`src/rtl/arcade_io_pkg.sv`:
```
package arcade_io_pkg;

   localparam logic [15:0] ADR_SPRITE = 16'hE043;
   localparam logic [15:0] ADR_CTRL   = 16'hE044;
   localparam logic [15:0] ADR_COIN   = 16'hF000;
   localparam logic [15:0] ADR_SNDLD  = 16'hF200;
   localparam logic [15:0] ADR_SNDGO  = 16'hF400;
   localparam logic [15:0] ADR_WDOG   = 16'hF600;
   localparam logic [15:0] ADR_PAD2   = 16'hF601;
   localparam logic [15:0] ADR_PAD1   = 16'hF602;
   localparam logic [15:0] ADR_SYS    = 16'hF603;

   typedef struct packed {
      logic spr;
      logic ctl;
      logic coin;
      logic snd_load;
      logic snd_go;
      logic wdog;
   } wr_sel_t;

   typedef enum logic [2:0] {
      RS_NONE = 3'd0,
      RS_DIPB = 3'd1,
      RS_DIPC = 3'd2,
      RS_DIPA = 3'd3,
      RS_PAD2 = 3'd4,
      RS_PAD1 = 3'd5,
      RS_SYS  = 3'd6
   } rd_src_t;

endpackage

```
`src/rtl/io_addr_decode.sv`:
```
module io_addr_decode
   import arcade_io_pkg::*;
#(
   parameter int ADDR_W   = 16,
   parameter int WIN_LOG2 = 11,
   parameter logic [15:0] WIN_BASE = 16'hF800
)(
   input  logic [ADDR_W-1:0] addr,
   output wr_sel_t           sel,
   output rd_src_t           src,
   output logic              win_hit
);
   localparam int TAG_W = ADDR_W - WIN_LOG2;

   generate
      if (ADDR_W != 16) begin : g_bad_addr
         $error("io_addr_decode: address width must be 16");
      end
      if (WIN_LOG2 < 1 || WIN_LOG2 >= ADDR_W) begin : g_bad_win
         $error("io_addr_decode: window size out of range");
      end
   endgenerate

   assign win_hit = (addr[ADDR_W-1:WIN_LOG2] == WIN_BASE[ADDR_W-1 -: TAG_W]);

   always_comb begin
      sel          = '0;
      sel.spr      = (addr == ADR_SPRITE);
      sel.ctl      = (addr == ADR_CTRL);
      sel.coin     = (addr == ADR_COIN);
      sel.snd_load = (addr == ADR_SNDLD);
      sel.snd_go   = (addr == ADR_SNDGO);
      sel.wdog     = (addr == ADR_WDOG);
   end

   always_comb begin
      unique case (addr)
         ADR_SNDLD: src = RS_DIPB;
         ADR_SNDGO: src = RS_DIPC;
         ADR_WDOG:  src = RS_DIPA;
         ADR_PAD2:  src = RS_PAD2;
         ADR_PAD1:  src = RS_PAD1;
         ADR_SYS:   src = RS_SYS;
         default:   src = RS_NONE;
      endcase
   end

   // no register select may overlap the ROM window
   always_comb begin
      a_r6_window_disjoint: assert (!(win_hit && (sel != '0)));
   end

endmodule

```
`src/rtl/io_read_mux.sv`:
```
module io_read_mux
   import arcade_io_pkg::*;
#(
   parameter int DATA_W = 8
)(
   input  rd_src_t           src,
   input  logic [DATA_W-1:0] dip_a,
   input  logic [DATA_W-1:0] dip_b,
   input  logic [DATA_W-1:0] dip_c,
   input  logic [DATA_W-1:0] pad1,
   input  logic [DATA_W-1:0] pad2,
   input  logic [DATA_W-1:0] sys,
   output logic [DATA_W-1:0] rd_data
);
   localparam int N_SLOT = 8;
   localparam logic [DATA_W-1:0] IDLE = {DATA_W{1'b1}};

   logic [DATA_W-1:0] slot [N_SLOT];

   assign slot[RS_NONE] = IDLE;
   assign slot[RS_DIPB] = dip_b;
   assign slot[RS_DIPC] = dip_c;
   assign slot[RS_DIPA] = dip_a;
   assign slot[RS_PAD2] = pad2;
   assign slot[RS_PAD1] = pad1;
   assign slot[RS_SYS]  = sys;
   assign slot[7]       = IDLE;

   assign rd_data = slot[src];

endmodule

```
`src/rtl/io_ctrl_regs.sv`:
```
module io_ctrl_regs
   import arcade_io_pkg::*;
#(
   parameter int DATA_W   = 8,
   parameter bit BANKED   = 1'b1,
   parameter int BANK_W   = 3,
   parameter int BANK_LSB = 5,
   parameter int COIN_N   = 2,
   parameter int SPR_BIT  = 3,
   parameter int NMI_BIT  = 0,
   parameter int FLIP_BIT = 3
)(
   input  logic              clk,
   input  logic              rst_n,
   input  logic              wr_en,
   input  logic [DATA_W-1:0] wdata,
   input  wr_sel_t           sel,
   input  logic              win_hit,
   output logic              sprite_bank,
   output logic              nmi_en,
   output logic              flip,
   output logic [COIN_N-1:0] coin,
   output logic [BANK_W-1:0] bank,
   output logic [DATA_W-1:0] snd_data,
   output logic              snd_strobe,
   output logic              wdog_kick
);
   generate
      if (BANK_LSB + BANK_W > DATA_W) begin : g_bad_bank
         $error("io_ctrl_regs: bank field exceeds data width");
      end
      if (COIN_N > DATA_W || SPR_BIT >= DATA_W || NMI_BIT >= DATA_W || FLIP_BIT >= DATA_W) begin : g_bad_bits
         $error("io_ctrl_regs: control bit position out of range");
      end
   endgenerate

   wr_sel_t go;
   assign go = wr_en ? sel : '0;

   always_ff @(posedge clk) begin
      if (!rst_n) begin
         sprite_bank <= 1'b0;
         nmi_en      <= 1'b0;
         flip        <= 1'b0;
         coin        <= '0;
         snd_data    <= '0;
         snd_strobe  <= 1'b0;
         wdog_kick   <= 1'b0;
      end else begin
         if (go.spr)      sprite_bank <= wdata[SPR_BIT];
         if (go.ctl) begin
            nmi_en <= wdata[NMI_BIT];
            flip   <= wdata[FLIP_BIT];
         end
         if (go.coin)     coin     <= wdata[COIN_N-1:0];
         if (go.snd_load) snd_data <= wdata;
         snd_strobe <= go.snd_go;
         wdog_kick  <= go.wdog;
      end
   end

   generate
      if (BANKED) begin : g_bank
         always_ff @(posedge clk) begin
            if (!rst_n)       bank <= '0;
            else if (go.coin) bank <= wdata[BANK_LSB +: BANK_W];
         end
      end else begin : g_nobank
         assign bank = '0;
      end
   endgenerate

   logic [COIN_N+BANK_W+DATA_W+2:0] held;
   assign held = {sprite_bank, nmi_en, flip, coin, bank, snd_data};

   a_r8_send_strobes: assert property (@(posedge clk) disable iff (!rst_n)
      (wr_en && sel.snd_go) |=> (snd_strobe && $stable(snd_data)));
   a_r7_load_is_quiet: assert property (@(posedge clk) disable iff (!rst_n)
      (wr_en && sel.snd_load) |=> (!snd_strobe && snd_data == $past(wdata)));
   a_r9_kick_pulse: assert property (@(posedge clk) disable iff (!rst_n)
      (wr_en && sel.wdog) |=> wdog_kick);
   a_r6_window_write_inert: assert property (@(posedge clk) disable iff (!rst_n)
      (wr_en && win_hit) |=> ($stable(held) && !snd_strobe && !wdog_kick));
   a_r12_idle_holds: assert property (@(posedge clk) disable iff (!rst_n)
      !wr_en |=> ($stable(held) && !snd_strobe && !wdog_kick));

endmodule

```
`src/rtl/rom_bank_map.sv`:
```
module rom_bank_map #(
   parameter bit BANKED   = 1'b1,
   parameter int ADDR_W   = 16,
   parameter int BANK_W   = 3,
   parameter int WIN_LOG2 = 11,
   parameter int PHYS_W   = 17,
   parameter logic [PHYS_W-1:0] PHYS_BASE = 17'h10000
)(
   input  logic              clk,
   input  logic              rst_n,
   input  logic [ADDR_W-1:0] addr,
   input  logic              win_hit,
   input  logic [BANK_W-1:0] bank,
   output logic              rom_sel,
   output logic [PHYS_W-1:0] rom_addr
);
   localparam longint SPAN = longint'(1) << (BANK_W + WIN_LOG2);

   generate
      if (longint'(PHYS_BASE) + SPAN > (longint'(1) << PHYS_W)) begin : g_bad_phys
         $error("rom_bank_map: banked region does not fit the physical width");
      end

      if (BANKED) begin : g_map
         assign rom_sel  = win_hit;
         assign rom_addr = PHYS_BASE + PHYS_W'({bank, addr[WIN_LOG2-1:0]});
      end else begin : g_flat
         logic unused_map;
         assign unused_map = ^{addr, win_hit, bank};
         assign rom_sel  = 1'b0;
         assign rom_addr = '0;
      end
   endgenerate

   a_r5_offset_kept: assert property (@(posedge clk) disable iff (!rst_n)
      rom_sel |-> (rom_addr[WIN_LOG2-1:0] == addr[WIN_LOG2-1:0]));
   a_r5_above_base: assert property (@(posedge clk) disable iff (!rst_n)
      rom_sel |-> (rom_addr >= PHYS_BASE));

endmodule

```
`src/rtl/arcade_io_decoder.sv`:
```
module arcade_io_decoder
   import arcade_io_pkg::*;
#(
   parameter bit BANKED   = 1'b1,
   parameter int ADDR_W   = 16,
   parameter int DATA_W   = 8,
   parameter int BANK_W   = 3,
   parameter int WIN_LOG2 = 11,
   parameter int PHYS_W   = 17,
   parameter int COIN_N   = 2
)(
   input  logic              clk,
   input  logic              rst_n,
   input  logic [ADDR_W-1:0] bus_addr,
   input  logic [DATA_W-1:0] bus_wdata,
   input  logic              bus_wr,
   output logic [DATA_W-1:0] rd_data,
   input  logic [DATA_W-1:0] port_dip_a,
   input  logic [DATA_W-1:0] port_dip_b,
   input  logic [DATA_W-1:0] port_dip_c,
   input  logic [DATA_W-1:0] port_pad1,
   input  logic [DATA_W-1:0] port_pad2,
   input  logic [DATA_W-1:0] port_sys,
   output logic              rom_sel,
   output logic [PHYS_W-1:0] rom_addr,
   output logic              sprite_bank,
   output logic              nmi_en,
   output logic              flip_out,
   output logic [COIN_N-1:0] coin_out,
   output logic [DATA_W-1:0] snd_data,
   output logic              snd_strobe,
   output logic              wdog_kick
);
   localparam int BANK_LSB = DATA_W - BANK_W;

   wr_sel_t sel;
   rd_src_t src;
   logic    win_hit;
   logic [BANK_W-1:0] bank;

   io_addr_decode #(.ADDR_W(ADDR_W), .WIN_LOG2(WIN_LOG2)) u_dec (
      .addr(bus_addr), .sel(sel), .src(src), .win_hit(win_hit)
   );

   io_read_mux #(.DATA_W(DATA_W)) u_rmux (
      .src(src), .dip_a(port_dip_a), .dip_b(port_dip_b), .dip_c(port_dip_c),
      .pad1(port_pad1), .pad2(port_pad2), .sys(port_sys), .rd_data(rd_data)
   );

   io_ctrl_regs #(
      .DATA_W(DATA_W), .BANKED(BANKED), .BANK_W(BANK_W),
      .BANK_LSB(BANK_LSB), .COIN_N(COIN_N)
   ) u_regs (
      .clk(clk), .rst_n(rst_n), .wr_en(bus_wr), .wdata(bus_wdata),
      .sel(sel), .win_hit(win_hit),
      .sprite_bank(sprite_bank), .nmi_en(nmi_en), .flip(flip_out),
      .coin(coin_out), .bank(bank), .snd_data(snd_data),
      .snd_strobe(snd_strobe), .wdog_kick(wdog_kick)
   );

   rom_bank_map #(
      .BANKED(BANKED), .ADDR_W(ADDR_W), .BANK_W(BANK_W),
      .WIN_LOG2(WIN_LOG2), .PHYS_W(PHYS_W)
   ) u_bank (
      .clk(clk), .rst_n(rst_n), .addr(bus_addr), .win_hit(win_hit),
      .bank(bank), .rom_sel(rom_sel), .rom_addr(rom_addr)
   );

   a_r1_reset_quiet: assert property (@(posedge clk)
      !rst_n |=> (!snd_strobe && !wdog_kick && !nmi_en && !flip_out && !sprite_bank));
   a_r9_kick_single: assert property (@(posedge clk) disable iff (!rst_n)
      (wdog_kick && !(bus_wr && bus_addr == ADR_WDOG)) |=> !wdog_kick);

endmodule

```
`config.mk`:
```
export PLATFORM = sky130hd
export DESIGN_NAME = arcade_io_decoder
export DESIGN_NICKNAME = d
export VERILOG_FILES = /design/src/rtl/arcade_io_pkg.sv /design/src/rtl/io_addr_decode.sv /design/src/rtl/io_read_mux.sv /design/src/rtl/io_ctrl_regs.sv /design/src/rtl/rom_bank_map.sv /design/src/rtl/arcade_io_decoder.sv
export SDC_FILE = /design/constraint.sdc
export NUM_CORES = 1
export LEC_CHECK = 0
export BUFFER_PORTS_ARGS = -buffer_cell sky130_fd_sc_hd__clkbuf_2
export CELL_PAD_IN_SITES_DETAIL_PLACEMENT = 0
export CELL_PAD_IN_SITES_GLOBAL_PLACEMENT = 2
export CORE_MARGIN = 2
export CORE_UTILIZATION = 20
export CTS_BUF_LIST = sky130_fd_sc_hd__clkbuf_4 sky130_fd_sc_hd__clkbuf_8 sky130_fd_sc_hd__clkbuf_16
export CTS_CLUSTER_DIAMETER = 40
export DETAILED_ROUTE_END_ITERATION = 10
export PLACE_DENSITY = 0.88
export SLEW_MARGIN = 40
export SYNTH_ARGS = -nofsm -noshare
export SYNTH_HDL_FRONTEND = slang
export SYNTH_SLANG_ARGS = --single-unit
```
`constraint.sdc`:
```
create_clock -name clk -period 5.2 [get_ports clk]
set_input_delay 1.56 -clock clk [delete_from_list [all_inputs] [get_ports clk]]
set_output_delay 1.56 -clock clk [all_outputs]
set_load 0.1 [all_outputs]
```
==> results of run 1 <==
synth_stat cells, drive strengths merged (3+ instances only):
cell	instances	share of area
nor2	7	0.021
a21boi	13	0.070
nand2	17	0.046
buf	20	0.10
clkbuf	8	0.022
or3	8	0.036
a21oi	24	0.087
a211o	8	0.051
o21ai	21	0.076
dfxtp	18	0.26
o22ai	8	0.036
and2	3	0.014
nand4	15	0.068
worst max-delay path, delay by kind of cell:
family                 cells  cell delay, ns
AND/OR/NAND/NOR            3            1.10
buffers and inverters      2            0.37
AO/OA/AOI/OAI              1            0.16
per-stage QoR:
stage	area [um2]	util	hold slack, ns	std cells
3_5_place_dp	2020	0.298	0.455	357
3_3_place_gp	2020	0.298	0.444	357
2_1_floorplan	1390	-	0.884	191
6_report	2070	0.306	0.466	361
5_1_grt	2070	0.306	0.483	361
4_1_cts	2070	0.306	0.468	361
sequential cells by signal, summed over array words and instances (netlist names):
name                flops
u_regs.coin             2
u_regs.nmi_en           1
u_regs.bank             3
u_regs.snd_data         8
u_regs.flip             1
u_regs.wdog_kick        1
u_regs.sprite_bank      1
u_regs.snd_strobe       1
final cells by class:
class | instances | area (um2)
repair buffers | 114 | 696
inverters | 1 | 3.75
flip-flops and latches | 18 | 360
clock buffers | 4 | 55.1
multi-input cells | 144 | 856
well taps | 80 | 100
fillers | 772 | 4690
kinds of logic (layout without fill, tap and decap cells):
logic type	after synthesis	count (layout)	synth area share
other	2	3	0.00542
buffers and inverters	29	119	0.125
DFF	18	18	0.260
AOI/OAI and AO/OA	77	77	0.343
and+or+nand+nor	62	62	0.252
muxes	2	2	0.0144
report_power, final:
part | switching (mW) | internal, mW
clock network | 0.0476 | 0.0673
logic | 0.0846 | 0.0368
registers | 0.000000524 | 0.138
total | 0.132 | 0.242
placed cells by master (no fill, tap or decap), types with 2 or more instances in the layout:
cell type    n
clkbuf_2   104
a21oi_1     24
o21ai_0     21
dfxtp_1     18
nand2_1     17
nand4_1     15
a21boi_0    10
or3_1        8
o22ai_1      8
a211o_1      8
buf_12       8
nor2_1       6
clkbuf_8     4
and2_1       3
a21boi_1     3
conb_1       3
nor2b_1      2
and4_1       2
nand2b_1     2
mux2i_1      2
buf_4        2
per-layer routing:
| layer | up-vias | track usage |
|---|---|---|
| met5 | - | 0 |
| met4 | 0 | 0.0238 |
| met3 | 4 | 0.0408 |
| met2 | 94 | 0.246 |
| met1 | 781 | 0.162 |
| li1 | 874 | - |
final timing paths:
check | startpoint | end | slack, ns
max | bus_addr[0] | rd_data[7] | 0.44
min | u_regs.nmi_en$_SDFFE_PN0P_ | u_regs.nmi_en$_SDFFE_PN0P_ | 0.47
max reg2reg | u_regs.bank[2]$_SDFFE_PN0P_ | u_regs.bank[2]$_SDFFE_PN0P_ | 4.54
min reg2reg | u_regs.nmi_en$_SDFFE_PN0P_ | u_regs.nmi_en$_SDFFE_PN0P_ | 0.47
==> metrics, run 1 <==
status finished clean; input/output buffers between 100 and 150; wire length on met2 about 2400 um; Setup-failing EPs final 0; Die X 87.3 um; Fmax approximately 210 MHz; Final Hold Fails 0; CTS Buffer Depth 2; Detailed Route Iter0 Violations 60; Power Density 181 nW/um2; Root Driver clkbuf_8; largest net degree at the start of global routing 20; DRT Pass-1 Iters 4; crit-path max cell delay about 0.59 ns; PostCTS Resize Cnt 0; post-synthesis sequential area ratio 0.260; ys async rst share 0; Pleak between 0.9 and 1 nW; slowest cell on the critical path nor2_2; crit path max fanout 19; kind of critical path in -> out; Hold Path Stages 2; Synth Register Bits 18; Max Cap Viol 0; Post-synth EDFFs 0; TNS Setup 0 ns; Avg WL per Cell approximately 14 um; Starting Density 0.205; worst ir drop on vdd 89.0 uV; Die Height between 80 and 90 um; layout cell share with drive strength beyond 1 0.434; hold crit path type reg -> reg; DIE AREA about 7600 um2; Worst-Margin Slew a little under 0.7 ns; post-route minimum period around 4.8 ns; Synth-to-Final Area Change 49.4%; GP Congestion about 0.76; synth unique cells 33; Core Footprint just under 7000 um2; site row count 30; DRC Markers 0; H-tree level count 1; critical-path cell list clkbuf_2, nor2_2, and2_1, or3_1, a211o_1, buf_12; DR vias about 1,800; synthesized area 1390 um2; Worst EP arrival ~3.2 ns; crit start category input pin; CTS tree yes; DP Wirelength about 4200 um; relative slew slack 0.545; worst r2r path cells 2; Gate Count Post-Synth 190; n_diodes 0; Routed WL slightly above 5000 um; WL met3 473 um; Critical Path End Type primary output; global route overflow 0; # hold bufs at CTS 0; Synth Flop Type dfxtp_1; initial antenna violation count 0; Top Metal Used met4; Clock Pin Slew Worst Setup and Hold Paths around 0.07 ns; final net count roughly 360; Tcrit/Tclk final 0.916; Syn Area/Cell roughly 7.3 um2; RSZ-0062 raised after global routing no; clock skew 0 ns; Post CTS Setup Buffer Count 0; setup ws final between 0.4 and 0.5 ns; number of global-route vias before repair 1,736; Antenna Violating Nets Remaining 0; CTS Buf Count 3; total power around 0.37 mW; Setup WS pre-CTS ~0.42 ns; clock sink count 18; overall routing resource usage 0.137; CP required 3.64 ns; Vias/cell around 4.9; first-pass GRT wire length between 8000 and 9000 um; Slew Limit Fails 0; IO Pins 116; Clock Latency Late Sink approximately 0.25 ns; YS warnings 0; wl on met1 between 2000 and 2500 um
No activity file was read; power rests on OpenSTA's default activity.
==> run 2, diff against run 1 <==
--- a/config.mk
+++ b/config.mk
@@ -14,6 +14,7 @@
 export CTS_CLUSTER_DIAMETER = 40
 export DETAILED_ROUTE_END_ITERATION = 10
 export PLACE_DENSITY = 0.88
+export RECOVER_POWER = 25
 export SLEW_MARGIN = 40
 export SYNTH_ARGS = -nofsm -noshare
 export SYNTH_HDL_FRONTEND = slang
==> run 2 against run 1 <==
Effect of this change: critical path depth did not move; non-clock buffer count unchanged; final area is 0.85% lower; sequential share of layout area rose by 0.15 points; die area unchanged; via count is 0.40% lower; sequential power is essentially flat; first-iteration DRC count decreased by 3.3%; worst setup slack unchanged; clock power about the same; clock skew unchanged; critical endpoint unchanged; highest routed layer unchanged.
==> metrics, run 2 (synthesis results as in run 1) <==
initial antenna violation count 0 (unchanged); CTS tree yes; Power Density 182 nW/um2 (+0.83%); Worst-Margin Slew 1.19 ns (+0.509 ns); Slew Limit Fails 0 (unchanged); status finished clean; # hold bufs at CTS 0 (unchanged); worst ir drop on vdd 89.0 uV (about the same); final net count 357 (unchanged); largest net degree at the start of global routing 20 (unchanged); Detailed Route Iter0 Violations 58 (-3.3%); slowest cell on the critical path nor2_2; Placed Cells incl. Taps 357 (unchanged); Top delay family on crit path simple AND/OR/NAND/NOR gates; PostCTS Resize Cnt 0 (unchanged); relative slew slack 0.209 (-0.336); Root Driver clkbuf_8; Clock Latency Late Sink 0.25 ns (about the same); DIE AREA 7610 um2 (unchanged); Core Footprint 6760 um2 (unchanged); commonest non-fill, non-tap cells in the layout clkbuf_2, a21oi_1, o21ai_0, dfxtp_1, nand2_1; Die X 87.3 um (unchanged); critical-path cell list clkbuf_2, nor2_2, and2_1, or3_1, a211o_1, buf_12; fin util 0.304 (-0.00259); DP Wirelength 4170 um (unchanged); RSZ-0062 raised after global routing no; Routed WL 5190 um (+0.21%); Avg WL per Cell 14.4 um (+0.21%); H-tree level count 1 (unchanged); Worst EP arrival 3.20 ns (about the same); register bank with the most flops u_regs.snd_data; Setup-failing EPs final 0 (unchanged); Die Height 87.3 um (unchanged); input/output buffers 112 (unchanged); Pleak 0.876 nW (-5.2%); layout cell share with drive strength beyond 1 0.384 (-0.0498); Vias/cell 4.84 (-0.40%); Post CTS Setup Buffer Count 0 (unchanged); first-pass GRT wire length 8300 um (unchanged); Antenna Violating Nets Remaining 0 (unchanged); CP bufs+invs 2 (unchanged); DR vias 1,746 (-0.40%); site row count 30 (unchanged); Max Cap Viol 0 (unchanged); Fmax 210 MHz (unchanged); n_diodes 0 (unchanged); Critical Path End Type primary output; overall routing resource usage 0.137 (unchanged); CTS Buf Count 3 (unchanged); IO Pins 116 (unchanged); clock sink count 18 (unchanged); clock skew 0 ns (unchanged); crit-path max cell delay 0.59 ns (about the same); hold crit path type reg -> reg; Synth-to-Final Area Change 48.1%; crit start category input pin; TNS Setup 0 ns (unchanged); number of global-route vias before repair 1,736 (unchanged); Clock Pin Slew Worst Setup and Hold Paths 0.07 ns (about the same); registers with the most flip-flops u_regs.snd_data x8, u_regs.bank x3, u_regs.coin x2; Final Non-Filler Cells 361 (unchanged); post-route minimum period 4.76 ns (unchanged); crit path max fanout 19 (unchanged); Final Hold Fails 0 (unchanged); kind of critical path in -> out; max reg flops 8 (unchanged); Starting Density 0.205 (unchanged); DRT Pass-1 Iters 4 (unchanged); commonest non-fill, non-tap cell in the layout clkbuf_2; CTS Buffer Depth 2 (unchanged); Tcrit/Tclk final 0.916 (unchanged); global route overflow 0 (unchanged); DRC Markers 0 (unchanged); GP Congestion 0.760 (unchanged); CP required 3.64 ns (about the same)
## run 2: where the power goes
group | internal, mW | total [mW] | switching, mW
logic | 0.0368 | 0.121 | 0.0846
registers | 0.138 | 0.138 | 0.000000525
clock network | 0.0673 | 0.115 | 0.0475
## run 2: final cells by class
cell class | instances | area [um2]
well taps | 80 | 100
flip-flops and latches | 18 | 360
clock buffers | 4 | 55.1
repair buffers | 114 | 678
fillers | 782 | 4700
multi-input cells | 144 | 856
inverters | 1 | 3.75
## run 2: path summary, 6_finish.rpt
| kind | start | to | slack, ns | cells past startpoint |
|---|---|---|---|---|
| min | u_regs.nmi_en$_SDFFE_PN0P_ | u_regs.nmi_en$_SDFFE_PN0P_ | 0.47 | 2 |
| min reg2reg | u_regs.nmi_en$_SDFFE_PN0P_ | u_regs.nmi_en$_SDFFE_PN0P_ | 0.47 | 2 |
| max | bus_addr[0] | rd_data[7] | 0.44 | 6 |
| max reg2reg | u_regs.bank[2]$_SDFFE_PN0P_ | u_regs.bank[2]$_SDFFE_PN0P_ | 4.54 | 2 |
## run 2: routing by layer
layer,share of wire,global-route usage,up-vias
met5,0,0,-
met2,0.47,0.246,90
met3,0.091,0.0408,4
met1,0.43,0.162,778
met4,0.011,0.0238,0
li1,-,-,874
## run 2: worst reg2reg max path, stage by stage, from the launching register on
cell and delay [ns]:
dfxtp_1 0.35, o21ai_0 0.09, a21boi_0 0.15
## run 2: stage by stage
step	setup WS (ns)	hold slack, ns	total power, mW	cell area, um2
floorplan	0.729	0.884	0.226	1390
global placement	0.510	0.444	0.263	2020
detailed placement	0.421	0.455	0.263	2020
CTS	0.427	0.468	0.379	2070
global route	0.228	0.484	0.393	2050
finish	0.437	0.465	0.374	2050
